**config.mk**
```make
export PLATFORM = sky130hd
export DESIGN_NAME = perf_event_counter
export DESIGN_NICKNAME = d
export VERILOG_FILES = /design/src/rtl/perf_event_counter.sv
export SDC_FILE = /design/constraint.sdc
export NUM_CORES = 1
export LEC_CHECK = 0
export ABC_AREA = 1
export BUFFER_PORTS_ARGS = -buffer_cell sky130_fd_sc_hd__buf_2
export CORE_ASPECT_RATIO = 0.6
export CORE_MARGIN = 8
export CORE_UTILIZATION = 59
export DETAILED_ROUTE_END_ITERATION = 16
export HOLD_SLACK_MARGIN = 0.03
export PLACE_DENSITY = 0.89
export SKIP_LAST_GASP = 1
export SYNTH_ARGS = -nofsm -noshare
export SYNTH_HDL_FRONTEND = slang
export SYNTH_SLANG_ARGS = --single-unit
```
**constraint.sdc**
```tcl
create_clock -name clk -period 10 [get_ports clk]
set_input_delay 2 -clock clk [delete_from_list [all_inputs] [get_ports clk]]
set_output_delay 2 -clock clk [all_outputs]
set_load 0.02 [all_outputs]
```
**src/rtl/perf_event_counter.sv**
```systemverilog
module perf_event_counter #(
  parameter int N_LANES     = 4,
  parameter int CNT_W       = 48,
  parameter int OCC_W       = 8,
  parameter logic [7:0] LOOKUP_CODE = 8'h34,
  parameter logic [7:0] OCC_TRK_CODE = 8'h80,
  parameter logic [7:0] OCC_COH_CODE = 8'h83
) (
  input  logic                 clk,
  input  logic                 rst_n,
  input  logic [N_LANES-1:0]   ev_valid,
  input  logic [8*N_LANES-1:0] ev_code,
  input  logic [8*N_LANES-1:0] ev_attr,
  input  logic [OCC_W-1:0]     occ_trk,
  input  logic [OCC_W-1:0]     occ_coh,
  input  logic                 reg_wr,
  input  logic                 reg_sel,
  input  logic [CNT_W-1:0]     reg_wdata,
  output logic [CNT_W-1:0]     reg_rdata
);
  localparam int LW = $clog2(N_LANES + 1);
  localparam int IW = (OCC_W > LW) ? OCC_W : LW;
  localparam int CW = (IW > 8) ? IW : 8;

  logic [7:0] sel_code, sel_mask, sel_thr;
  logic       sel_edge, sel_inv, sel_en;
  logic [CNT_W-1:0] count_q;
  logic       prev_q;

  logic [N_LANES-1:0] hit;
  logic [IW-1:0]      lane_cnt, per_cyc;
  logic               cond, rise;
  logic [CNT_W-1:0]   step;

  wire is_lookup = (sel_code == LOOKUP_CODE);
  wire is_trk    = (sel_code == OCC_TRK_CODE);
  wire is_coh    = (sel_code == OCC_COH_CODE);
  wire cfg_wr    = reg_wr && !reg_sel;
  wire cnt_wr    = reg_wr &&  reg_sel;

  for (genvar i = 0; i < N_LANES; i++) begin : g_lane
    wire [7:0] code_i = ev_code[8*i +: 8];
    wire [7:0] ovl    = ev_attr[8*i +: 8] & sel_mask;
    assign hit[i] = ev_valid[i] && (code_i == sel_code) &&
                    (is_lookup ? (|ovl[3:0] && |ovl[7:4]) : |ovl);
  end

  always_comb begin
    lane_cnt = '0;
    for (int i = 0; i < N_LANES; i++) lane_cnt = lane_cnt + IW'(hit[i]);
  end

  always_comb begin
    if (is_trk)      per_cyc = sel_mask[0] ? IW'(occ_trk) : '0;
    else if (is_coh) per_cyc = sel_mask[0] ? IW'(occ_coh) : '0;
    else             per_cyc = lane_cnt;
  end

  always_comb begin
    if (sel_thr == 8'd0) cond = (per_cyc != '0);
    else if (sel_inv)    cond = (CW'(per_cyc) <  CW'(sel_thr));
    else                 cond = (CW'(per_cyc) >= CW'(sel_thr));
  end

  assign rise = cond && !prev_q;

  always_comb begin
    if (sel_edge)              step = CNT_W'(rise);
    else if (sel_thr == 8'd0)  step = CNT_W'(per_cyc);
    else                       step = CNT_W'(cond);
  end

  always_ff @(posedge clk or negedge rst_n) begin
    if (!rst_n) begin
      sel_code <= '0; sel_mask <= '0; sel_thr <= '0;
      sel_edge <= 1'b0; sel_inv <= 1'b0; sel_en <= 1'b0;
    end else if (cfg_wr) begin
      sel_code <= reg_wdata[7:0];
      sel_mask <= reg_wdata[15:8];
      sel_thr  <= reg_wdata[23:16];
      sel_edge <= reg_wdata[24];
      sel_inv  <= reg_wdata[25];
      sel_en   <= reg_wdata[26];
    end
  end

  always_ff @(posedge clk or negedge rst_n) begin
    if (!rst_n)       count_q <= '0;
    else if (cnt_wr)  count_q <= reg_wdata;
    else if (!cfg_wr && sel_en) count_q <= count_q + step;
  end

  always_ff @(posedge clk or negedge rst_n) begin
    if (!rst_n)       prev_q <= 1'b0;
    else if (cfg_wr)  prev_q <= 1'b1;
    else if (!sel_en) prev_q <= 1'b0;
    else              prev_q <= cond;
  end

  assign reg_rdata = reg_sel ? count_q
                   : CNT_W'({5'b0, sel_en, sel_inv, sel_edge, sel_thr, sel_mask, sel_code});

  assert_cnt_write_R3: assert property (@(posedge clk) disable iff (!rst_n)
    cnt_wr |=> (count_q == $past(reg_wdata)));

  assert_cfg_nocount_R3: assert property (@(posedge clk) disable iff (!rst_n)
    cfg_wr |=> $stable(count_q));

  assert_hold_off_R4: assert property (@(posedge clk) disable iff (!rst_n)
    (!sel_en && !reg_wr) |=> $stable(count_q));

  assert_unit_step_R8: assert property (@(posedge clk) disable iff (!rst_n)
    (sel_en && !reg_wr && sel_thr != 8'd0) |=> ((count_q - $past(count_q)) <= CNT_W'(1)));

  assert_edge_held_R10: assert property (@(posedge clk) disable iff (!rst_n)
    (sel_en && sel_edge && !reg_wr && prev_q) |=> $stable(count_q));

  assert_edge_step_R10: assert property (@(posedge clk) disable iff (!rst_n)
    (sel_en && sel_edge && !reg_wr) |=> ((count_q - $past(count_q)) <= CNT_W'(1)));

  assert_cfg_history_R11: assert property (@(posedge clk) disable iff (!rst_n)
    cfg_wr |=> prev_q);
endmodule

```
==> out/results.tsv, run 1 <==
metric	value	unit
grt_max_degree	81	
synth_seq_area_share	26.6	%
powerDensity	145	nW/um^2
slew_viol_final	0	
place_ws	2.76	ns
ios	184	
synth_cell_types	44	
fin_cells	1515	
startpoint_type	input port	
status	finished clean	
slowest_delay	0.44	ns
rows	31	
synth_ff_type	dfrtp_1	
setup_viol	0	
cp.buffers_inverters	6	
fmax	142	MHz
finalCritPeriodShare	70.5	%
p_seq_share	39.0	%
dp_cells	1499	
relSlewSlack	43.4	%
cts_tree	done	
die_area	16000	um^2
path_clk_slew	0.07	ns
critPathKind	in2reg	
grt_pass1_vias	7737	
synthToLayoutAreaGrowth	17.7	%
htree_levels	3	
cts.repair.resized	0	
via_per_inst	5.63	
total_switching_power	528	uW
start_util	59.9	%
placed_area	8150	um^2
drive_gt1_share	19.6	%
clock-sinks	76	
post_drt_wl_per_cell	17.2	um
syn_area	7150	um^2
swShare	43.1	%
slowest_stage	fa_1	
grt_first_pass_wirelength	40400	um
synth_edf_count	0	
clk_latency	0.34	ns
p_leak	4.66	nW
skew	0.00899	ns
avgSynthCellArea	6.04	um^2
p_clk_share	24.6	%
fp.coreArea	11900	um^2
async_reset_ff_share	100	%
fin_ws	2.95	ns
postSynthCellCount	1183	
final_nets	1501	
combPwrFrac	36.4	%
drtIter0Drc	996	
ys_ff_latch	76	
finalHoldViolations	0	
critPathMaxFanout	7	
hold_buffers	0	
endpoint_kind	flip-flop	
antenna_found_initial	1	
syn_nets	1339	
post-cts-setup-buffer-count	0	
p_int	696	uW
dr_total_vias	8526	
path_delay_family	simple AND/OR/NAND/NOR gates	
max-vdd-ir-drop	0.000102	V
drc_errors	0	
fp.dieW	158	um
rsz0062_at_grt	false	
dp_hpwl	20700	um
drv_cap	0	
crit_arrival	7.28	ns
required	10.24	ns
port_buffers	183	
yosys_warnings	0	
timing.hold.ws	0.493	ns
setup_tns	0	ns
die_h	101	um
drt_pass1_iterations	5	
min_path_type	reg2reg	
stdcell_area	8410	um^2
postRouteWirelength	26100	um
cp_common_cell	nand2_1	
cts_buffers	9	
worst_pin_slew	0.848	ns
place.gp.congestion	0.982	
clockRootBuffer	clkbuf_16	
period_needed	7.05	ns
num-fill-cells	1141	
ant_nets	0	
grt_overflow_total	0	
track_usage	32.3	%
ctsLongestPathBuffers	2	
[placed cells by master, fill, tap and decap left out, drive strengths merged]
cell type	Yosys	final
a21boi	1	1
a21oi	22	22
a221oi	3	3
a22o	6	6
a31oi	3	3
and2	2	2
buf	9	189
clkbuf	29	10
clkinv	1	4
clkinvlp	0	2
dfrtp	76	76
diode	0	1
fa	2	2
ha	18	18
inv	155	155
mux2	1	1
nand2	422	422
nand3	97	97
nand3b	13	13
nand4	28	28
nor2	129	129
nor3	14	14
nor4	2	2
o2111ai	2	2
o211ai	5	5
o21a	1	1
o21ai	107	107
o21bai	1	1
o22ai	4	4
or2	3	3
xnor2	9	9
xor2	18	18
[worst paths after layout]
path | from | depth (start not counted) | slack [ns] | endpoint
setup / recovery | ev_attr[24] | 41 | 2.95 | count_q[30]$_DFFE_PN0P_
hold / removal | sel_thr[6]$_DFFE_PN0P_ | 2 | 0.49 | sel_thr[6]$_DFFE_PN0P_
setup reg to reg | sel_code[0]$_DFFE_PN0P_ | 41 | 3.76 | count_q[30]$_DFFE_PN0P_
hold reg to reg | sel_thr[6]$_DFFE_PN0P_ | 2 | 0.49 | sel_thr[6]$_DFFE_PN0P_
max in group asynchronous | rst_n | 2 | 7.42 | sel_mask[4]$_DFFE_PN0P_
min in group asynchronous | rst_n | 1 | 1.57 | sel_thr[3]$_DFFE_PN0P_
[cells by family (layout without fill, tap and decap cells)]
kind of cell | count (synthesis) | in the layout | share of synthesized area, %
buffers and inverters | 194 | 360 | 10.6
AO/OA/AOI/OAI | 155 | 155 | 11.9
other | 0 | 1 | 0
AND/OR/NAND/NOR | 710 | 710 | 43.7
flip-flops | 76 | 76 | 26.6
XOR/XNOR | 27 | 27 | 3.31
multiplexers | 1 | 1 | 0.157
adder cells (fa/ha/maj) | 20 | 20 | 3.71
[area by class of cell]
cell class                      count  area, um^2  area share [%]
Clock buffer                       10         229            2.72
Clock inverter                      5        30.0           0.357
Antenna cell                        1        2.50          0.0297
Tap cell                          165         206            2.45
Sequential cell                    76        1900            22.6
Timing Repair Buffer              189         963            11.4
Inverter                          156         588            6.99
Multi-Input combinational cell    913        4490            53.4
[flip-flops by register name, summed over array words and instances, names as in the netlist]
name      cells
sel_en        1
sel_code      8
sel_thr       8
sel_edge      1
sel_inv       1
count_q      48
sel_mask      8
prev_q        1
[layer usage]
layer | share of wire, % | track usage [%] | routed length, um
met5 | 0 | 0 | 0
met4 | 1.5 | 7.14 | 402
met3 | 14 | 9.25 | 3550
met2 | 40 | 46.4 | 10500
met1 | 45 | 46.8 | 11700
[Yosys cell counts, types with 13 or more instances]
cell type	count	area [um^2]
nand3_1	91	455
dfrtp_1	76	1900
nand3b_1	13	97.6
ha_1	18	225
nand2_1	406	1520
nor3_1	13	65.1
o21ai_0	95	475
nand4_1	27	169
xor2_1	18	158
clkbuf_1	28	105
inv_1	142	533
nor2_1	110	413
a21oi_1	22	110
nand2_2	14	87.6
[metrics by stage]
step	util [%]	total power, mW
2_1_floorplan	-	0.749
3_3_place_gp	68.2	0.904
3_5_place_dp	68.2	0.914
4_1_cts	70.4	1.21
5_1_grt	70.4	1.29
6_report	70.4	1.22
[worst register-to-register path, delay by kind of cell, from the launching register on]
family	cells	cell delay, ns
flip-flops	1	0.38
AO/OA/AOI/OAI	3	0.44
adder cells (fa/ha/maj)	6	1.98
AND/OR/NAND/NOR	25	2.57
buffers and inverters	7	0.79
[power by group through the flow]
stage,Clock (mW),Sequential [mW],Combinational (mW)
floorplan,0,0.435,0.314
global placement,0,0.473,0.431
detailed placement,0,0.476,0.438
CTS,0.299,0.471,0.441
global route,0.311,0.485,0.498
finish,0.301,0.477,0.445
No activity file was read; power rests on OpenSTA's default activity.
==> run 2: changes to the inputs <==
- ABC_AREA: 1 -> 0
- CORE_UTILIZATION: 59 -> 47
- PLACE_DENSITY: 0.89 -> 0.78
- clock period: 10 -> 6.26 ns (I/O delays scaled with it)
==> out/results.tsv, run 2 <==
metric	value	unit
finalCritPeriodShare	100	%
slew_viol_final	0	
ios	184	
drtIter0Drc	478	
syn_area	5810	um^2
via_per_inst	5.76	
p_leak	3.31	nW
final_cell_mix	buf_2 (179), dfrtp_1 (76), nor2_1 (66)	
critPathKind	in2reg	
timing.hold.ws	0.574	ns
port_buffers	183	
synth_fa_ha_area_share	5.25	%
r2r-start	sel_code[6]$_DFFE_PN0P_	
period_needed	6.27	ns
max-vdd-ir-drop	0.000140	V
ctsLongestPathBuffers	2	
violations	setup timing	
required	6.52	ns
die_h	102	um
grt_overflow_total	0	
rows	31	
yosys-top-cells-area	dfrtp_1 (33%), mux2_2 (8.1%), xor2_1 (5.4%)	
antennaDiodeCount	0	
drv_cap	0	
synth_mux_area_share	8.48	%
combPwrFrac	33.3	%
ys_ff_latch	76	
worst_pin_slew	1.28	ns
cts_tree	done	
async_reset_ff_share	100	%
dp_cells	984	
fp.dieW	160	um
synth_top_family_by_area	simple AND/OR/NAND/NOR gates	
regMostFlops	count_q	
powerDensity	228	nW/um^2
avgSynthCellArea	8.84	um^2
wl_met2	8240	um
startpoint_type	input port	
yosys_warnings	0	
dp_hpwl	14200	um
die_area	16300	um^2
wl_met1	9120	um
place.gp.congestion	0.887	
synth_area_leader_cell	dfrtp_1	
start_util	48.2	%
syn_nets	813	
total_switching_power	613	uW
postRouteWirelength	19300	um
clock-sinks	76	
setup_viol	2	
p_total	1.71	mW
crit_arrival	6.53	ns
grt_max_degree	94	
synth_seq_area_share	32.7	%
status	finished with violations	
synth_compound_area_share	18.9	%
skew	0.00627	ns
synth-xor-area-share	9.80	%
p_seq_share	38.5	%
post_drt_wl_per_cell	19.2	um
clockRootBuffer	clkbuf_16	
cts_buffers	9	
fmax	160	MHz
drive_gt1_share	37.1	%
min_path_type	reg2reg	
relSlewSlack	14.2	%
highest_layer	met4	
fp.coreArea	12100	um^2
synthToLayoutAreaGrowth	29.0	%
startpoint	ev_code[6]	
post-route-util	62.1	%
synth_common_cells	dfrtp_1 (76), nor2_1 (66), nand2_1 (46), a21oi_1 (42), mux2_2 (42)	
setup_tns	-0.00909	ns
synth.most_common_cell	dfrtp_1	
synth_cell_types	60	
largest_register_ffs	48	
postSynthCellCount	657	
fin_ws	-0.00808	ns
finalHoldViolations	0	
rsz0062_at_grt	true	
min_from	count_q[5]$_DFFE_PN0P_	
grt_pass1_vias	5615	
drt_pass1_iterations	5	
endpoint_kind	flip-flop	
clk_latency	0.34	ns
drc_errors	0	
synth_ff_type	dfrtp_1	
fin_cells	1007	
htree_levels	3	
synth_top_area_share	32.7	%
p_int	1.09	mW
p_clk_share	28.2	%
track_usage	22.8	%
synth-simple-area-share	20.7	%
hold_buffers	0	
swShare	35.9	%
synth_edf_count	0	
final_nets	993	
dr_total_vias	5802	
route.met3.wl	1800	um
grt_first_pass_wirelength	29600	um
antenna_found_initial	0	
critPathMaxFanout	4	
path_clk_slew	0.06	ns
ant_nets	0	
num-fill-cells	1052	
layout.cells.most_common	buf_2	
## run 2: cell count changes after synthesis, moves of 22 or more
cell | before | now
inv_1 | 142 | 18
nand3_1 | 91 | 15
nand2_1 | 406 | 46
nor2_1 | 110 | 66
and2_1 | 2 | 24
o21ai_0 | 95 | 35
mux2_2 | 1 | 42
## run 2: layout make-up
| cell class | instances | area [um^2] | share of cell area [%] |
|---|---|---|---|
| Clock inverter | 5 | 27.5 | 0.367 |
| Tap cell | 165 | 206 | 2.76 |
| Inverter | 18 | 67.6 | 0.902 |
| Clock buffer | 11 | 243 | 3.24 |
| Timing Repair Buffer | 209 | 1160 | 15.4 |
| Multi-Input combinational cell | 523 | 3890 | 51.9 |
| Sequential cell | 76 | 1900 | 25.4 |
## run 2: stage by stage
| step | setup slack (ns) | cell area, um^2 |
|---|---|---|
| floorplan | 0.167 | 5810 |
| global placement | -0.249 | 6920 |
| finish | -0.00808 | 7490 |
| CTS | -0.00211 | 7240 |
| detailed placement | -0.499 | 6920 |
| global route | -0.223 | 7490 |
## run 2: metal layers
layer	GRT usage, %	vias to the layer above
li1	-	2749
met1	33.2	2746
met2	32.3	292
met3	6.92	15
met4	4.76	0
met5	0	-
## run 2: kinds of logic after synthesis
group                    Yosys count
adder cells (fa/ha/maj)           24
XOR/XNOR                          65
multiplexers                      44
buffers and inverters             58
AND/OR/NAND/NOR                  227
AO/OA/AOI/OAI                    163
flip-flops                        76
## run 2: critical path: stages
cell and delay, ns:
buf_6 0.10, xnor2_2 0.13, nand4_1 0.14, nor4_2 0.26
nand4_1 0.16, fa_1 0.55, inv_1 0.05, ha_2 0.19
ha_4 0.27, o2bb2ai_4 0.14, ha_4 0.23, nand4b_1 0.08
a31oi_1 0.10, a211oi_2 0.26, mux2i_1 0.29, nor2_1 0.10
a221oi_2 0.20, ha_2 0.24, inv_2 0.04, fa_2 0.34
nor2b_2 0.14, o21a_1 0.17, o211a_1 0.23, o211ai_4 0.13
buf_6 0.17, or3_1 0.37, a31oi_2 0.18
## run 2: final timing paths
path | endpoint | slack [ns] | cells after the start
hold reg to reg | count_q[5]$_DFFE_PN0P_ | 0.57 | 2
hold / removal | count_q[5]$_DFFE_PN0P_ | 0.57 | 2
min in group asynchronous | count_q[25]$_DFFE_PN0P_ | 1.08 | 1
max in group asynchronous | count_q[8]$_DFFE_PN0P_ | 4.53 | 1
setup / recovery | count_q[34]$_DFFE_PN0P_ | -0.008 | 27
setup reg to reg | count_q[34]$_DFFE_PN0P_ | 0.29 | 26
## run 2: power groups by stage
stage	Clock (mW)	Combinational [mW]	Sequential (mW)
finish	0.482	0.569	0.657
global route	0.511	0.622	0.668
CTS	0.492	0.538	0.653
detailed placement	0	0.526	0.661
global placement	0	0.517	0.658
floorplan	0	0.368	0.623
## run 2: repair_timing
item / in CTS / in global routing
pin swaps: 5 / 26
resized for setup: 3 / 36
setup buffers: 5 / 2
setup endpoints to repair: 14 / 37
